### src/rtl/csaPkg.sv
package csaPkg;
  // Output pair of one full-adder cell
  typedef struct packed {
    logic sum;
    logic carry;
  } faOutT;
endpackage

### src/rtl/csaFullAdder.sv
module csaFullAdder
  import csaPkg::*;
(
  input  logic  x,
  input  logic  y,
  input  logic  z,
  output faOutT res
);
  logic halfSum;
  assign halfSum   = x ^ y;
  assign res.sum   = halfSum ^ z;
  assign res.carry = (x & y) | (z & halfSum);
endmodule

### src/rtl/csaPartialGen.sv
module csaPartialGen #(
  parameter int N = 8
) (
  input  logic [N-1:0]         mcand,
  input  logic [N-1:0]         mplier,
  output logic [N-1:0][N-1:0]  ppGrid
);
  // ppGrid[r][j] has weight r+j
  for (genvar r = 0; r < N; r++) begin : rowGen
    for (genvar j = 0; j < N; j++) begin : colGen
      assign ppGrid[r][j] = mcand[j] & mplier[r];
    end
  end
endmodule

### src/rtl/csaArray.sv
module csaArray
  import csaPkg::*;
#(
  parameter int N = 8
) (
  input  logic [N-1:0][N-1:0] ppGrid,
  output logic [2*N-1:0]      product,
  output logic                spill
);
  localparam int LAST = N - 1;

  // Row r keeps sums of weight r+j and carries of weight r+j+1
  for (genvar r = 0; r < N; r++) begin : rowGen
    logic [N:0]   rowSum;
    logic [N-1:0] rowCarry;
    if (r == 0) begin : seedRow
      assign rowSum   = {1'b0, ppGrid[0]};
      assign rowCarry = '0;
    end else begin : addRow
      faOutT cellOut [N];
      for (genvar j = 0; j < N; j++) begin : cellGen
        csaFullAdder uCell (
          .x   (ppGrid[r][j]),
          .y   (rowGen[r-1].rowSum[j+1]),
          .z   (rowGen[r-1].rowCarry[j]),
          .res (cellOut[j])
        );
        assign rowSum[j]   = cellOut[j].sum;
        assign rowCarry[j] = cellOut[j].carry;
      end
      assign rowSum[N] = 1'b0;
    end
    assign product[r] = rowSum[0];
  end

  // Merge row: a single ripple over weights N .. 2N-1
  logic [N:0] rippleC;
  faOutT      mergeOut [N];
  assign rippleC[0] = 1'b0;
  for (genvar k = 0; k < N; k++) begin : mergeGen
    csaFullAdder uMerge (
      .x   (rowGen[LAST].rowSum[k+1]),
      .y   (rowGen[LAST].rowCarry[k]),
      .z   (rippleC[k]),
      .res (mergeOut[k])
    );
    assign product[N+k] = mergeOut[k].sum;
    assign rippleC[k+1] = mergeOut[k].carry;
  end
  assign spill = rippleC[N];
endmodule

### src/rtl/csaMultiplier.sv
module csaMultiplier #(
  parameter int N = 8
) (
  input  logic [N-1:0]   mcand,
  input  logic [N-1:0]   mplier,
  output logic [2*N-1:0] product
);
  logic [N-1:0][N-1:0] ppGrid;
  logic                spillBit;

  csaPartialGen #(.N(N)) uGen (
    .mcand  (mcand),
    .mplier (mplier),
    .ppGrid (ppGrid)
  );

  csaArray #(.N(N)) uArr (
    .ppGrid  (ppGrid),
    .product (product),
    .spill   (spillBit)
  );
endmodule

### config.mk
export PLATFORM = sky130hd
export DESIGN_NAME = csaMultiplier
export DESIGN_NICKNAME = d
export VERILOG_FILES = /design/src/rtl/csaPkg.sv /design/src/rtl/csaFullAdder.sv /design/src/rtl/csaPartialGen.sv /design/src/rtl/csaArray.sv /design/src/rtl/csaMultiplier.sv
export SDC_FILE = /design/constraint.sdc
export NUM_CORES = 1
export LEC_CHECK = 0
export BUFFER_PORTS_ARGS = -buffer_cell sky130_fd_sc_hd__clkbuf_2
export CAP_MARGIN = 20
export CORE_MARGIN = 10
export CORE_UTILIZATION = 44
export DETAILED_ROUTE_END_ITERATION = 12
export GPL_ROUTABILITY_DRIVEN = 0
export MAX_ROUTING_LAYER = met4
export PLACE_DENSITY = 0.75
export SLEW_MARGIN = 20
export SYNTH_ARGS = -nofsm -noshare
export SYNTH_HDL_FRONTEND = slang
export SYNTH_HIERARCHICAL = 1
export SYNTH_SLANG_ARGS = --single-unit
### constraint.sdc
create_clock -name vclk -period 17.7
set_input_delay 3.54 -clock vclk [all_inputs]
set_output_delay 3.54 -clock vclk [all_outputs]
set_load 0.02 [all_outputs]
## Yosys cells after proc, flatten, opt, wreduce, memory -nomap -nowiden

Index checks and enable logic that the tools add are counted.

- Input bits: 16
- Output and inout port bits: 16
- Logic and storage cells: 320
- Flip-flop bits (word level): 0

- Bitwise logic cells: 320

Operator list:

| kind | count |
|---|---|
| $and 1x1->1 | 168 |
| $xor 1x1->1 | 104 |
| $or 1x1->1 | 48 |

## Longest topological paths before layout

- Depth after elaboration: 28
- Gate-level depth with buffers: 16
- Gate-level depth less buffers: 16

## Cells and area by module

Netlist, hierarchy kept.

By module, submodules not included:

| module | times used | cells each | seq. area each (um2) | area each (um2) |
|---|---|---|---|---|
| csaFullAdder | 64 | 1 | 0.0 | 20.0 |
| csaPartialGen | 1 | 64 | 0.0 | 400.4 |
| csaArray | 1 | 2 | 0.0 | 11.3 |

## Worst setup path before layout

OpenSTA, ideal clock, no wires.

- Path type: input to output
- From: in mcand[7]
- To: out product[15]
- Buffers on the path: 0
- Path slack: 3423 ps
- Data arrival time: 10737 ps
- Stages on the path: 16
- Cell sequence: and2_1 fa_1 fa_1 fa_1 fa_1 fa_1 fa_1 fa_1 fa_1 fa_1 fa_1 fa_1 fa_1 fa_1 fa_1 fa_1

RTL lines:

| what | RTL line | source |
|---|---|---|
| start: declaration | csaMultiplier.sv:4 | `input logic [N-1:0] mcand,` |
| end: declaration | csaMultiplier.sv:6 | `output logic [2*N-1:0] product` |

==> reports/qor.yml <==
layout:
  drive_gt1_frac: 0.181
  nets: 259
  nFlopsAndLatches: 0
  instances_no_fill: 225
  clockBufferCount: 0
  nFillCells: 337
  antennaDiodeCount: 0
  seq_area_um2: 0
  syn_to_final_growth_pct: 16.1
  multi_input_area_mm2: 0.00175
global_routing:
  first_global_vias: 1322
  grt_first_pass_wirelength_mm: 5.43
  grt-ovfl-total: 0
  grt_max_degree: 9
  grt_use_total: 0.101
  grt_antenna_before_repair: 0
logic_synthesis:
  synth.avg_cell_area_um2: 13.0
  syn_area_mm2: 0.00169
  yosys_warnings: 6
  syn_inst: 130
  yosysUniqueCellTypes: 4
  seq_area_frac_synth: 0
timing:
  setup_tns_ns: 0
  hold_viol: 0
  grt_setup_unrepaired: "false"
  fin_crit_sh: 0.823
  fmaxAchievable_ghz: 0.0686
  setup-violations-final: 0
  slew_violations: 0
  finalCriticalPeriod_ns: 14.57
run_status:
  status: "completed"
route:
  routed_wl_mm: 3.00
  drtAntennaViolNets: 0
  vias_per_cell: 4.66
  drtPass1Iterations: 2
  drtIter0Drc: 17
  post_drt_wl_per_cell_um: 13.3
  drc: 0
  dr_total_vias: 1048
worst_setup_path:
  required_ns: 14.16
  cp-start-kind: "input port"
  cp-end-kind: "output pin"
  arrival_ns: 11.03
  path_max_fanout: 8
  worstSetupPathType: "in2out"
placed_design:
  hpwl_mm: 2.94
  dpl.cell_count: 225
  portBuffers: 32
floorplanning:
  start_util: 0.459
  core-area_mm2: 0.00369
  die_h_um: 82.0
  dieWidth_um: 82.0
  rows: 22
  io_pins: 32
  fp.dieArea_mm2: 0.00673
clocking:
  post_cts_buffers: 0
  postCtsHoldBufs: 0
  cts_resized: 0
hold_path:
  holdPathStages: 3
  hold_class: "in2out"
run:
  cap_violations: 0
-- layout by cell type (no fill, tap or decap) --
cell type,netlist,layout
clkbuf_2,0,32
fa_1,64,64
and2_1,64,64
conb_1,1,17
-- layout make-up --
class / instances / share of cell area
multi-input cells: 145 / 0.888
well taps: 48 / 0.0306
repair buffers: 32 / 0.0815
-- synthesized netlist by cell type --
master | n | area share
fa_1 | 64 | 0.76
and2_1 | 64 | 0.24
conb_1 | 1 | 0.0022
buf_4 | 1 | 0.0044
-- final timing paths --
check	startpoint	slack [ns]	to
worst min-delay path	mplier[0]	7.52	product[0]
worst max-delay path	mcand[7]	3.13	product[15]
-- stage by stage --
| stage | hold slack [ns] | setup WS [ns] | util | area, µm² |
|---|---|---|---|---|
| after floorplan | 7.30 | 3.42 | - | 1750 |
| after global placement | 7.51 | 3.14 | 0.533 | 1970 |
| after detailed placement | 7.53 | 3.05 | 0.533 | 1970 |
| after CTS | 7.53 | 3.05 | 0.533 | 1970 |
| after global routing | 7.55 | 2.83 | 0.533 | 1970 |
| final | 7.52 | 3.13 | 0.533 | 1970 |
-- worst max-delay path, cell delays in order --
cell	delay, ns
clkbuf_2	0.13
and2_1	0.19
fa_1	0.50
fa_1	0.52
fa_1	0.51
fa_1	0.51
fa_1	0.52
fa_1	0.52
fa_1	0.46
fa_1	0.45
fa_1	0.43
fa_1	0.43
fa_1	0.42
fa_1	0.42
fa_1	0.43
fa_1	0.42
fa_1	0.45
clkbuf_2	0.17
-- per-layer routing --
layer	vias up	wire, µm	track usage	part of all wire
met4	0	0	0	0
met3	0	138	0.00437	0.046
li1	465	-	-	-
met5	-	0	-	0
met1	563	1120	0.108	0.37
met2	20	1740	0.208	0.58
-- cell families after synthesis --
group,count (synthesis),share of synthesized area
buf+inv,1,0.00444
fa+ha+maj,64,0.757
other cells,1,0.00222
simple gates,64,0.237
Power is not shown: default switching activity piles up to over one toggle a cycle in this logic, so the estimate is an artifact.
